===== src/rtl/tw_pkg.sv =====
package tw_pkg;
  localparam int WORD_W = 22;
  localparam int DATA_W = 18;
  localparam int ADDR_W = 4;
  localparam int NREG   = 1 << ADDR_W;

  localparam logic [ADDR_W-1:0] CFG_ADDR   = 4'd0;
  localparam logic [ADDR_W-1:0] IFDIV_ADDR = 4'd2;
  localparam logic [ADDR_W-1:0] RFA_ADDR   = 4'd3;
  localparam logic [ADDR_W-1:0] RFB_ADDR   = 4'd4;
  localparam logic [ADDR_W-1:0] IFN_ADDR   = 4'd5;
  localparam int REFDIV_BIT = 6;

  // Index of each line in the synchronizer vector
  localparam int L_EN  = 0;
  localparam int L_CLK = 1;
  localparam int L_DAT = 2;
  localparam int L_PD  = 3;
  localparam int NLINE = 4;

  // True when a write to this address programs a new output frequency
  function automatic logic freq_addr(input logic [ADDR_W-1:0] a);
    return (a == RFA_ADDR) || (a == RFB_ADDR) || (a == IFN_ADDR);
  endfunction

  // 2-bit code to division ratio 1/2/4/8
  function automatic logic [3:0] div_ratio(input logic [1:0] code);
    return 4'd1 << code;
  endfunction
endpackage


===== src/rtl/tw_sync.sv =====
module tw_sync #(
  parameter int W = 4,
  parameter logic [W-1:0] RST_VAL = '0
) (
  input  logic         clk,
  input  logic         rst_n,
  input  logic [W-1:0] async_i,
  output logic [W-1:0] lvl_o,
  output logic [W-1:0] rise_o,
  output logic [W-1:0] fall_o
);
  logic [W-1:0] s1_q, s2_q, s3_q;

  always_ff @(posedge clk or negedge rst_n) begin
    if (!rst_n) begin
      s1_q <= RST_VAL;
      s2_q <= RST_VAL;
      s3_q <= RST_VAL;
    end else begin
      s1_q <= async_i;
      s2_q <= s1_q;
      s3_q <= s2_q;
    end
  end

  assign lvl_o  = s2_q;
  assign rise_o = s2_q & ~s3_q;
  assign fall_o = ~s2_q & s3_q;
endmodule


===== src/rtl/tw_shift.sv =====
module tw_shift #(
  parameter int WORD_W = 22,
  localparam int CNT_W = $clog2(WORD_W + 1)
) (
  input  logic              clk,
  input  logic              rst_n,
  input  logic              en_lvl_i,
  input  logic              en_fall_i,
  input  logic              en_rise_i,
  input  logic              sck_rise_i,
  input  logic              sdi_i,
  output logic [WORD_W-1:0] word_o,
  output logic              commit_o
);
  logic [WORD_W-1:0] shreg_q;
  logic [CNT_W-1:0]  cnt_q;
  logic              full;

  assign full = (cnt_q == CNT_W'(WORD_W));

  always_ff @(posedge clk or negedge rst_n) begin
    if (!rst_n) begin
      shreg_q <= '0;
      cnt_q   <= '0;
    end else if (en_fall_i || en_rise_i) begin
      cnt_q <= '0;
    end else if (!en_lvl_i && sck_rise_i) begin
      shreg_q <= {shreg_q[WORD_W-2:0], sdi_i};
      if (!full) cnt_q <= cnt_q + 1'b1;
    end
  end

  assign word_o   = shreg_q;
  assign commit_o = en_rise_i && full;


  idle_hold_chk: assert property (@(posedge clk) disable iff (!rst_n)
    en_lvl_i |=> $stable(shreg_q));

  cnt_cap_chk: assert property (@(posedge clk) disable iff (!rst_n)
    cnt_q <= CNT_W'(WORD_W));
endmodule


===== src/rtl/tw_bank.sv =====
module tw_bank
  import tw_pkg::*;
#(
  parameter int DW = DATA_W,
  parameter int AW = ADDR_W,
  localparam int NR = 1 << AW
) (
  input  logic             clk,
  input  logic             rst_n,
  input  logic             commit_i,
  input  logic [AW-1:0]    addr_i,
  input  logic [DW-1:0]    data_i,
  input  logic             pd_fall_i,
  output logic [NR*DW-1:0] regs_o,
  output logic             wr_stb_o,
  output logic [AW-1:0]    wr_addr_o,
  output logic             rf_sel_o,
  output logic             tune_o
);
  logic boot_q;

  for (genvar i = 0; i < NR; i++) begin : g_reg
    logic [DW-1:0] r_q;
    always_ff @(posedge clk or negedge rst_n) begin
      if (!rst_n)                              r_q <= '0;
      else if (commit_i && addr_i == AW'(i))   r_q <= data_i;
    end
    assign regs_o[i*DW +: DW] = r_q;
  end

  always_ff @(posedge clk or negedge rst_n) begin
    if (!rst_n) begin
      wr_stb_o  <= 1'b0;
      wr_addr_o <= '0;
      rf_sel_o  <= 1'b0;
      tune_o    <= 1'b0;
      boot_q    <= 1'b1;
    end else begin
      boot_q   <= 1'b0;
      wr_stb_o <= commit_i;
      if (commit_i) wr_addr_o <= addr_i;
      if (commit_i && addr_i == RFA_ADDR) rf_sel_o <= 1'b0;
      if (commit_i && addr_i == RFB_ADDR) rf_sel_o <= 1'b1;
      tune_o <= boot_q || pd_fall_i || (commit_i && freq_addr(addr_i));
    end
  end


  stb_width_chk: assert property (@(posedge clk) disable iff (!rst_n)
    wr_stb_o |=> !wr_stb_o);

  stb_data_chk: assert property (@(posedge clk) disable iff (!rst_n)
    wr_stb_o |-> regs_o[wr_addr_o*DW +: DW] == $past(data_i));

  sel_cause_chk: assert property (@(posedge clk) disable iff (!rst_n)
    (rf_sel_o != $past(rf_sel_o)) |->
      (wr_stb_o && (wr_addr_o == RFA_ADDR || wr_addr_o == RFB_ADDR)));

  tune_on_freq_chk: assert property (@(posedge clk) disable iff (!rst_n)
    (wr_stb_o && freq_addr(wr_addr_o)) |-> tune_o);
endmodule


===== src/rtl/tw_reg_bank.sv =====
module tw_reg_bank
  import tw_pkg::*;
#(
  parameter int DW = DATA_W,
  parameter int AW = ADDR_W,
  localparam int NR = 1 << AW,
  localparam int WW = DW + AW
) (
  input  logic             clk,
  input  logic             rst_n,
  input  logic             ser_en_n,
  input  logic             ser_clk,
  input  logic             ser_dat,
  input  logic             pwr_dn,
  output logic [NR*DW-1:0] reg_flat_o,
  output logic             wr_stb_o,
  output logic [AW-1:0]    wr_addr_o,
  output logic             rf_sel_o,
  output logic             tune_req_o,
  output logic             ref_div2_o,
  output logic [3:0]       if_div_o
);
  localparam logic [NLINE-1:0] SYNC_RST = NLINE'(1) << L_EN;

  logic [NLINE-1:0] lines, lvl, rise, fall;
  logic [WW-1:0]    word;
  logic             commit;

  assign lines = {pwr_dn, ser_dat, ser_clk, ser_en_n};

  tw_sync #(.W(NLINE), .RST_VAL(SYNC_RST)) u_sync (
    .clk(clk), .rst_n(rst_n), .async_i(lines),
    .lvl_o(lvl), .rise_o(rise), .fall_o(fall)
  );

  tw_shift #(.WORD_W(WW)) u_shift (
    .clk(clk), .rst_n(rst_n),
    .en_lvl_i(lvl[L_EN]), .en_fall_i(fall[L_EN]), .en_rise_i(rise[L_EN]),
    .sck_rise_i(rise[L_CLK]), .sdi_i(lvl[L_DAT]),
    .word_o(word), .commit_o(commit)
  );

  tw_bank #(.DW(DW), .AW(AW)) u_bank (
    .clk(clk), .rst_n(rst_n), .commit_i(commit),
    .addr_i(word[WW-1 -: AW]), .data_i(word[DW-1:0]),
    .pd_fall_i(fall[L_PD]),
    .regs_o(reg_flat_o), .wr_stb_o(wr_stb_o), .wr_addr_o(wr_addr_o),
    .rf_sel_o(rf_sel_o), .tune_o(tune_req_o)
  );

  assign ref_div2_o = reg_flat_o[int'(CFG_ADDR)*DW + REFDIV_BIT];
  assign if_div_o   = div_ratio(reg_flat_o[int'(IFDIV_ADDR)*DW +: 2]);
endmodule


===== config.mk =====
export PLATFORM = sky130hd
export DESIGN_NAME = tw_reg_bank
export DESIGN_NICKNAME = d
export VERILOG_FILES = /design/src/rtl/tw_pkg.sv /design/src/rtl/tw_sync.sv /design/src/rtl/tw_shift.sv /design/src/rtl/tw_bank.sv /design/src/rtl/tw_reg_bank.sv
export SDC_FILE = /design/constraint.sdc
export NUM_CORES = 1
export LEC_CHECK = 0
export ABC_AREA = 1
export BUFFER_PORTS_ARGS = -buffer_cell sky130_fd_sc_hd__buf_2
export CAP_MARGIN = 20
export CORE_MARGIN = 5
export CORE_UTILIZATION = 43
export DETAILED_ROUTE_END_ITERATION = 12
export PLACE_DENSITY = 0.68
export SYNTH_ARGS = -nofsm -noshare
export SYNTH_HDL_FRONTEND = slang
export SYNTH_SLANG_ARGS = --single-unit

===== constraint.sdc =====
create_clock -name clk -period 5.6 [get_ports clk]
set_input_delay 0.56 -clock clk [delete_from_list [all_inputs] [get_ports clk]]
set_output_delay 0.56 -clock clk [all_outputs]
set_load 0.01 [all_outputs]

# Yosys cells after proc, flatten, opt, wreduce, memory -nomap -nowiden
# Index checks and enable logic that the tools add are counted.
dict set report word_totals {
  regBits 335
  inputBits 6
  output_inout_bits 300
  elab_cells 85
}
dict set report op_classes {
  add_sub_neg 1
  n_eq_ne 17
  n_shift 1
  mux 5
  n_bitwise 5
  n_reduce_logical 30
}
# operator n
set ops {}
lappend ops {{== test 4 bit, second input constant} 8}
lappend ops {{logical AND 1 bit} 19}
lappend ops {{== test 4 x 3 -> 1 bit, second input constant} 4}
lappend ops {{2-to-1 mux 5 bit} 3}
lappend ops {{== test 4 x 2 -> 1 bit, second input constant} 2}
lappend ops {{adder 5 x 1 -> 5 bit, second input constant} 1}
lappend ops {{== test 5 bit, second input constant} 1}
lappend ops {{logical OR 1 bit} 5}
lappend ops {{AND 4 bit} 1}
lappend ops {{== test 4 x 1 -> 1 bit, second input constant} 1}
lappend ops {{logical NOT 4 bit} 1}
lappend ops {{inverter 4 bit} 1}
lappend ops {{AND reduction 2 bit} 2}
lappend ops {{nonzero test 2 bit} 2}
lappend ops {{<< shifter 1 x 2 -> 4 bit, first input constant} 1}
lappend ops {{AND 2 bit} 1}
lappend ops {{2-to-1 mux 1 bit} 2}
lappend ops {{!= test 2 bit, second input constant} 1}
lappend ops {{inverter 2 bit} 1}
lappend ops {{logical NOT 1 bit} 1}
lappend ops {{inverter 1 bit} 1}

# Logic depth before layout (Yosys ltp)
# Gate-level depths: netlist of run 1.
dict set report logic_depth {
  depth_word 6
  mapped_depth 11
  depth_no_buf 8
}

# Cells and area by module
# Synthesis of run 1 repeated with hierarchy kept, for this count alone.
dict set report unflattened {
  cells_unflattened 1514
  area_unflattened_um2 13412.9
}
# module instances cells_per_inst area_each_um2 seq_area_each_um2
set modules_own_cells {}
lappend modules_own_cells {tw_bank 1 1340 11772.5 7408.4}
lappend modules_own_cells {tw_shift 1 138 1242.4 675.6}
lappend modules_own_cells {tw_sync 1 28 364.1 304.0}
lappend modules_own_cells {tw_reg_bank 1 8 33.8 0.0}

# Worst setup path before layout of run 1
# No wires, ideal clock.
dict set report synth_timing {
  path_type {reg2reg}
  startpoint {reg u_sync.s3_q[0]}
  endpoint {reg u_shift.shreg_q[13], in the netlist u_shift.word_o[13]}
  setup_ns 0.130
  arrival_time_ns 1.627
  t_required_ns 5.470
  setup_slack_ns 3.842
  stages_incl_launch_ff 8
  path_buffers 2
  synth_period_minus_slack_ns 1.758
  path_cell_list {dfstp_2 inv_1 ha_1 clkbuf_1 nand4_1 clkbuf_1 nand2_1 o21ai_0}
}
dict set report synth_between {
  elab_chain_cells 5
  elab_cells_between_ends 6
  classes_between {bitwise: 4; reduce/logical: 2}
}
# element line_no
set synth_rtl {}
lappend synth_rtl {{start, declared} tw_sync.sv:12} ;# logic [W-1:0] s1_q, s2_q, s3_q;
lappend synth_rtl {{start signal, assigned} tw_sync.sv:22} ;# s3_q <= s2_q;
lappend synth_rtl {{inverter 2 bit} tw_sync.sv:27} ;# assign rise_o = s2_q & ~s3_q;
lappend synth_rtl {{AND 2 bit} tw_sync.sv:27}
lappend synth_rtl {{logical OR 1 bit (*)} tw_shift.sv:25} ;# end else if (en_fall_i || en_rise_i) begin
lappend synth_rtl {{inverter 1 bit (no line) (*)} n/a}
lappend synth_rtl {{AND reduction 2 bit (no line) (*)} n/a}
lappend synth_rtl {{end signal, assigned} tw_shift.sv:28} ;# shreg_q <= {shreg_q[WORD_W-2:0], sdi_i};
lappend synth_rtl {{end, declared} tw_shift.sv:15} ;# logic [WORD_W-1:0] shreg_q;
# Every way passes the cells marked *; elsewhere a longest branch is shown, timed or not.
# A chain may end at the register's enable or synchronous reset.

# Worst setup path in the final report of run 1
dict set report layout_timing {
  startpoint {reg u_sync.s2_q[0], in the netlist u_sync.lvl_o[0]}
  endpoint {reg u_bank.g_reg[5].r_q[3]}
}
dict set report layout_between {
  elab_chain_cells 3
}
# element line_no
set layout_rtl {}
lappend layout_rtl {{start, declared} tw_sync.sv:12}
lappend layout_rtl {{start signal, assigned} tw_sync.sv:21} ;# s2_q <= s1_q;
lappend layout_rtl {{AND 2 bit} tw_sync.sv:27}
lappend layout_rtl {{logical AND 1 bit} tw_shift.sv:34} ;# assign commit_o = en_rise_i && full;
lappend layout_rtl {{logical AND 1 bit} tw_bank.sv:26} ;# else if (commit_i && addr_i == AW'(i)) r_q <= data_i;
lappend layout_rtl {{end signal, assigned} tw_bank.sv:26}
lappend layout_rtl {{end, declared} tw_bank.sv:23} ;# logic [DW-1:0] r_q;
# Every way passes these cells.

==> summary.txt, run 1 <==
Routing
  • 1st-iter DRT viols: around 1100
  • Final wirelength: ~42000 um
  • Vias/cell: between 5 and 6
  • Wire per inst: just under 20 um
  • Pre-antenna DRT Iters: 5
  • DR vias: about 11000
  • Residual DRC: 0
  • Remaining antenna violation count: 0

Run
  • Maxcap violations: 0

Power and ir drop
  • P_sw: around 1.1 mW
  • Internal power: between 3 and 4 mW
  • Maximum VDD drop: 0.160 mV
  • Seq pwr share: 50.1%
  • Switch share: 22.7%
  • Combinational share of power: about 1.8%
  • Clock power share: 48.1%
  • Power per cell area: between 300 and 400 nW/um2
  • P_leak: around 9.6 nW

Floorplanning
  • Core box area: about 31000 um2
  • # rows: 65
  • DIE WIDTH: about 190 um
  • Full die area: between 30000 and 40000 um2
  • IO Pins: just over 300
  • Initial Util: a little over two fifths
  • Die Height: approximately 190 um

Placed design
  • Post-DP HPWL: 26700 um
  • PortBufs: just over 300
  • Routability cong.: between 0.8 and 0.9
  • Placement Setup Slack: about 2.4 ns

Logic synthesis
  • Top_reg_cell synth: dfrtp_1
  • Synth unique cells: 28
  • Sequential share of the synthesized area: approximately three fifths
  • Synthesized net count: about 1500
  • Area of the mapped netlist: 13600 um2
  • Ys async rst share: 100%
  • Synth Area per Inst: just over 9 um2
  • Synth warnings: 0
  • Seq cells post-synth: between 300 and 400
  • Syn Inst Count: 1470
  • Post-synth EDFFs: 0

Hold path
  • HP Class: input port to register
  • Hold depth: 1
  • Min-delay src: ser_dat
  • Hold endpoint: u_sync.s1_q[2]

Clocking
  • Htree depth: 2
  • Worst-path clk slew: approximately 0.060 ns
  • CTS root buf: clkbuf_16
  • # clock sinks: approximately 330
  • Clock Path Buffers: 3
  • CTS Buf Count: 36
  • Worst-Skew Late Latency: ~0.52 ns
  • TritonCTS clock tree: done

STA
  • Setup-failing EPs final: 0
  • Hold WS: around 0.17 ns
  • Clock period minus worst slack: roughly 3.1 ns
  • Setup_tns: 0 ns
  • Setup WS post-layout: 2.48 ns
  • Final period util: 55.7%
  • Max Slew Vio Count: 0
  • Worst slew pin tran: between 1 and 1.5 ns
  • Fmax: 321 MHz
  • RSZ-0062 raised after global routing: no
  • Setup Skew: between 0.03 and 0.04 ns
  • Hold Violations, Final: 0
  • Max transition margin: just under 20%

GRT
  • Initial antenna violation count: 0
  • Number of global-route vias before repair: 11000
  • GR Overflow Total: 0
  • Largest net degree at the start of global routing: 172
  • GR Util All Layers: 23.3%
  • First-pass GRT wire length: around 65000 um

Critical path
  • Worst setup EP type: register
  • Worst flop-to-flop path startpoint: u_sync.lvl_o[0]
  • Worst EP required: slightly above 6 ns
  • WS Path Type: register to register
  • Critical-path maximum fanout: between 100 and 150
  • Critical path startpoint: u_sync.lvl_o[0]
  • Reg2Reg Depth: 7
  • Reg-to-reg endpoint: u_bank.g_reg[5].r_q[3]
  • R2r setup slk: 2.48 ns
  • CP arrival: 3.55 ns
  • Startpoint type of the worst setup path: register

Outcome
  • Status: finished, final reports clean

Finish
  • Share of cells above drive strength 1: ~24%
  • Fill cells: about 3000
  • Synthesis-to-layout area growth: 20.6%
  • Antenna Cells: 0
  • Layout Nets: approximately 1700
==> routing by layer <==
| layer | up-vias | wire [um] | track usage, % |
|---|---|---|---|
| li1 | 5176 | - | - |
| met1 | 5403 | 17400 | 32.1 |
| met2 | 485 | 19400 | 36.7 |
| met3 | 87 | 3460 | 5.25 |
| met4 | 0 | 1540 | 8.33 |
| met5 | - | 0 | 0 |
==> worst max-delay path, stage by stage, from the launching register on <==
cell and delay (ns):
dfstp_2 0.54, ha_2 0.75, nand3_4 0.23, inv_6 0.26, buf_16 0.39, buf_12 0.39
nand3_1 0.12, nand2_1 0.12
==> Yosys cell counts (2+ instances only) <==
| library cell | count | area (um2) |
|---|---|---|
| nand4_1 | 3 | 18.8 |
| buf_4 | 15 | 113 |
| dfrtp_1 | 330 | 8260 |
| a21oi_1 | 2 | 10.0 |
| nand2_1 | 620 | 2330 |
| nand3_4 | 14 | 245 |
| buf_6 | 10 | 113 |
| clkbuf_1 | 36 | 135 |
| nor2_4 | 14 | 158 |
| dfstp_2 | 4 | 105 |
| nand3_2 | 3 | 30.0 |
| inv_2 | 8 | 30.0 |
| buf_2 | 38 | 190 |
| nand3_1 | 263 | 1320 |
| inv_1 | 31 | 116 |
| o21ai_0 | 27 | 135 |
| nand2_2 | 5 | 31.3 |
| ha_1 | 3 | 37.5 |
| nor2_1 | 10 | 37.5 |
| nand2_4 | 2 | 22.5 |
| buf_1 | 7 | 26.3 |
| o21ai_1 | 19 | 95.1 |
==> flip-flops by register name, summed over array words and instances, names as in the netlist, 3 cells and up <==
| name | cells |
|---|---|
| u_bank.g.r_q | 288 |
| u_bank.wr_addr_o | 4 |
| u_sync.lvl_o | 4 |
| u_sync.s3_q | 3 |
| u_sync.s1_q | 4 |
| u_shift.word_o | 22 |
| u_shift.cnt_q | 5 |
==> placed cells by master (no fill, tap or decap), drive strengths merged, types with 2 or more instances in the layout <==
cell type  instances
dfstp              4
inv               40
bufinv             3
clkbuf            53
o21ai             46
a21oi              2
ha                 3
buf              311
dfrtp            330
clkinv             7
nor2              26
nand4              3
nand3            280
nand2            627
==> worst max-delay path by stage <==
stage	slack, ns	end
final	2.48	u_bank.g_reg[5].r_q[3]
after global routing	2.33	u_bank.g_reg[5].r_q[3]
after CTS	2.40	u_bank.g_reg[5].r_q[3]
after detailed placement	2.42	u_bank.g_reg[5].r_q[3]
after global placement	2.48	u_bank.g_reg[10].r_q[3]
after floorplan	3.84	u_shift.word_o[13]
==> per-stage QoR <==
step	util, %	instance area (um2)	cells	total power, mW
2_1_floorplan	-	13600	1470	2.57
3_3_place_gp	48.2	15100	2074	2.68
3_5_place_dp	48.2	15100	2074	2.68
4_1_cts	52.2	16400	2140	5.12
5_1_grt	52.3	16400	2142	5.23
6_report	52.3	16400	2142	5.07
==> area by class of cell <==
type                       count  area (um2)  share of cell area, %
sequential                   334        8360                   50.9
multi-input combinational    990        4510                   27.5
timing repair buffer         312        1660                   10.1
clock buffer                  53        1070                   6.55
tap                          402         503                   3.06
clock inverter                12         156                  0.953
inverter                      39         151                  0.922
==> power by group through the flow <==
stage	Clock [mW]	Combinational, mW	Sequential (mW)
3_3_place_gp	0	0.0907	2.59
2_1_floorplan	0	0.0837	2.48
4_1_cts	2.48	0.0947	2.54
3_5_place_dp	0	0.0933	2.59
6_report	2.44	0.0908	2.54
5_1_grt	2.58	0.107	2.54
==> repair_timing <==
action | 4_1_cts | 5_1_grt
resized for setup | 0 | 0
endpoints found under the setup margin | 0 | 0
buffers inserted | 0 | 0
hold endpoints to repair | 42 | 0
hold buffers | 1 | 0
==> logic make-up (layout without fill, tap and decap cells) <==
| group | Yosys count | after routing | share of synthesized area (%) |
|---|---|---|---|
| buffers and inverters | 146 | 416 | 5.42 |
| other | 1 | 1 | 0.0276 |
| AO/OA/AOI/OAI | 48 | 48 | 1.77 |
| flip-flops | 334 | 334 | 61.5 |
| adder cells (fa/ha/maj) | 3 | 3 | 0.276 |
| AND/OR/NAND/NOR | 938 | 938 | 31.1 |
(Power assumes the default switching activity.)
==> inputs of run 2 (changes only) <==
--- a/config.mk
+++ b/config.mk
@@ -11,7 +11,7 @@
 export CORE_MARGIN = 5
 export CORE_UTILIZATION = 43
 export DETAILED_ROUTE_END_ITERATION = 12
-export PLACE_DENSITY = 0.68
+export PLACE_DENSITY = 0.7
 export SYNTH_ARGS = -nofsm -noshare
 export SYNTH_HDL_FRONTEND = slang
 export SYNTH_SLANG_ARGS = --single-unit
==> constraint.sdc (replaced) <==
create_clock -name clk -period 2.55 [get_ports clk]
set_input_delay 0.255 -clock clk [delete_from_list [all_inputs] [get_ports clk]]
set_output_delay 0.255 -clock clk [all_outputs]
set_load 0.01 [all_outputs]
==> summary.txt, run 2 (synthesis gave the netlist of run 1 again) <==
Finish
  • Commonest non-fill, non-tap cell in the layout: nand2_1
  • Synthesis-to-layout area growth: 23.0%
  • Commonest cells after routing, fill and taps aside: nand2_1, dfrtp_1, buf_2
  • Fin cells: 2179 (+1.7%)
  • Most flops, register: u_bank.g.r_q
  • Layout Nets: 1758 (+2.1%)
  • Max FFs per register: 288 (unchanged)
  • Antenna Cells: 0 (unchanged)
  • Share of cells above drive strength 1: 25.7% (+1.3 points)
  • Final std cell area, no fill: 16700 um2 (+2.0%)

Critical path
  • Worst EP required: 2.99 ns (-3.04 ns)
  • WS Path Type: register to register
  • CP arrival: 2.47 ns (-1.08 ns)
  • Startpoint type of the worst setup path: register
  • Critical-path maximum fanout: 74 (-46%)
  • Worst setup EP type: register

Routing
  • Final wirelength: 42800 um (+2.6%)
  • Residual DRC: 0 (unchanged)
  • DR vias: 11500 (+2.8%)
  • 1st-iter DRT viols: 922 (-13%)
  • Vias/cell: 5.26 (+1.1%)
  • Remaining antenna violation count: 0 (unchanged)
  • Pre-antenna DRT Iters: 7 (+2)
  • Wire per inst: 19.7 um (+0.87%)

Floorplanning
  • DIE WIDTH: 188 um (unchanged)
  • # rows: 65 (unchanged)
  • Core box area: 31400 um2 (unchanged)
  • Full die area: 35300 um2 (unchanged)
  • Initial Util: 43.4% (unchanged)
  • IO Pins: 306 (unchanged)
  • Die Height: 188 um (unchanged)

GRT
  • Met3 usage: 4.84% (-0.41 points)
  • Largest net degree at the start of global routing: 75 (-56%)
  • Initial antenna violation count: 0 (unchanged)
  • Busiest grt layer: met2
  • GR Util All Layers: 24.0% (+0.70 points)
  • GR Overflow Total: 0 (unchanged)
  • Number of global-route vias before repair: 11100 (+1.3%)
  • M1 GR Usage: 32.8% (+0.67 points)
  • First-pass GRT wire length: 67300 um (+2.8%)
  • Met2 Use GR: 38.6% (+1.9 points)

Power and ir drop
  • P_leak: 9.75 nW (+2.0%)
  • Pwr Total: 11.1 mW (+120%)
  • Switch share: 22.8% (+0.16 points)
  • Maximum VDD drop: 0.409 mV (+160%)
  • Combinational share of power: 2.9% (+1.1 points)
  • Seq pwr share: 49.5% (-0.6 points)
  • Clock power share: 47.6% (-0.5 points)
  • Power per cell area: 665 nW/um2 (+120%)
  • Internal power: 8.60 mW (+120%)
  • P_sw: 2.54 mW (+120%)

STA
  • Max Slew Vio Count: 0 (unchanged)
  • Setup-failing EPs final: 0 (unchanged)
  • Final period util: 79.6% (+24 points)
  • Setup WS post-layout: 0.520 ns (-1.96 ns)
  • Clock period minus worst slack: 2.03 ns (-1.09 ns)
  • Fmax: 493 MHz (+54%)
  • Hold Violations, Final: 0 (unchanged)
  • RSZ-0062 raised after global routing: no
  • Worst slew pin tran: 1.13 ns (-0.0762 ns)
  • Max transition margin: 24.9% (+5.1 points)
  • Setup Skew: 0.0151 ns (-0.0172 ns)
  • Setup_tns: 0 ns (unchanged)

Clocking
  • CTS root buf: clkbuf_16
  • Clock Path Buffers: 3 (unchanged)
  • TritonCTS clock tree: done
  • # clock sinks: 334 (unchanged)
  • Worst-path clk slew: 0.06 ns (about the same)
  • Post-CTS setup buffer count: 0 (unchanged)
  • CTS Buf Count: 36 (unchanged)
  • Worst-Skew Late Latency: 0.52 ns (about the same)
  • Htree depth: 2 (unchanged)

Placed design
  • Placed cell count: 2108 (+1.6%)
  • Post-DP HPWL: 28500 um (+6.8%)
  • Post-DP Area: 15500 um2 (+2.3%)
  • PortBufs: 305 (unchanged)
  • Routability cong.: 0.812 (unchanged)
  • Placement Setup Slack: 0.547 ns (-1.87 ns)

Run
  • Maxcap violations: 0 (unchanged)

Outcome
  • Status: finished, final reports clean

Hold path
  • HP Class: input port to async pin
## run 2: area by class of cell
class | count | area, um2
sequential | 334 | 8360
fill | 2853 | 14700
multi-input combinational | 990 | 4510
clock buffer | 50 | 1040
timing repair buffer | 348 | 2000
tap | 402 | 503
inverter | 39 | 154
clock inverter | 16 | 170
## run 2: power groups by stage
stage          sequential, mW  clock [mW]  combinational, mW
6_report                 5.51        5.30              0.322
5_1_grt                  5.51        5.63              0.360
4_1_cts                  5.51        5.39              0.329
3_5_place_dp             5.61           0              0.323
3_3_place_gp             5.61           0              0.318
2_1_floorplan            5.45           0              0.184
## run 2: repair_timing
item,in CTS,in global routing
hold buffers,5,0
gates resized for setup,0,0
hold endpoints to repair,67,0
## run 2: per-layer routing
metal,up-vias,routed length (um)
met1,5618,17400
met4,0,1590
li1,5241,-
met2,516,20300
met5,-,0
met3,93,3490
## run 2: critical path, stage by stage (launching register included)
cell and delay [ns]:
dfrtp_1 0.42, inv_1 0.09, ha_1 0.16, nand2_2 0.10
inv_2 0.09, nand3_4 0.15, inv_8 0.39, buf_4 0.30
nand3_1 0.09, nand2_1 0.12
## run 2: path summary, 6_finish.rpt
path	start	endpoint	slack (ns)	depth (start not counted)
worst max-delay path	u_shift.cnt_q[0]	u_bank.g_reg[12].r_q[13]	0.52	9
worst min-delay path	rst_n	u_shift.word_o[18]	0.31	2
worst max register to register	u_shift.cnt_q[0]	u_bank.g_reg[12].r_q[13]	0.52	9
worst min register to register	u_sync.s1_q[3]	u_sync.lvl_o[3]	0.34	0
max in group asynchronous	rst_n	u_bank.g_reg[5].r_q[12]	1.37	3
min in group clk	u_sync.s1_q[3]	u_sync.lvl_o[3]	0.34	0
## run 2: stage by stage
stage | utilization (%) | hold WS (ns)
6_report | 53.3 | 0.314
5_1_grt | 53.3 | 0.351
3_5_place_dp | 49.3 | 0.293
3_3_place_gp | 49.3 | 0.284
4_1_cts | 53.3 | 0.340
2_1_floorplan | - | -0.0406
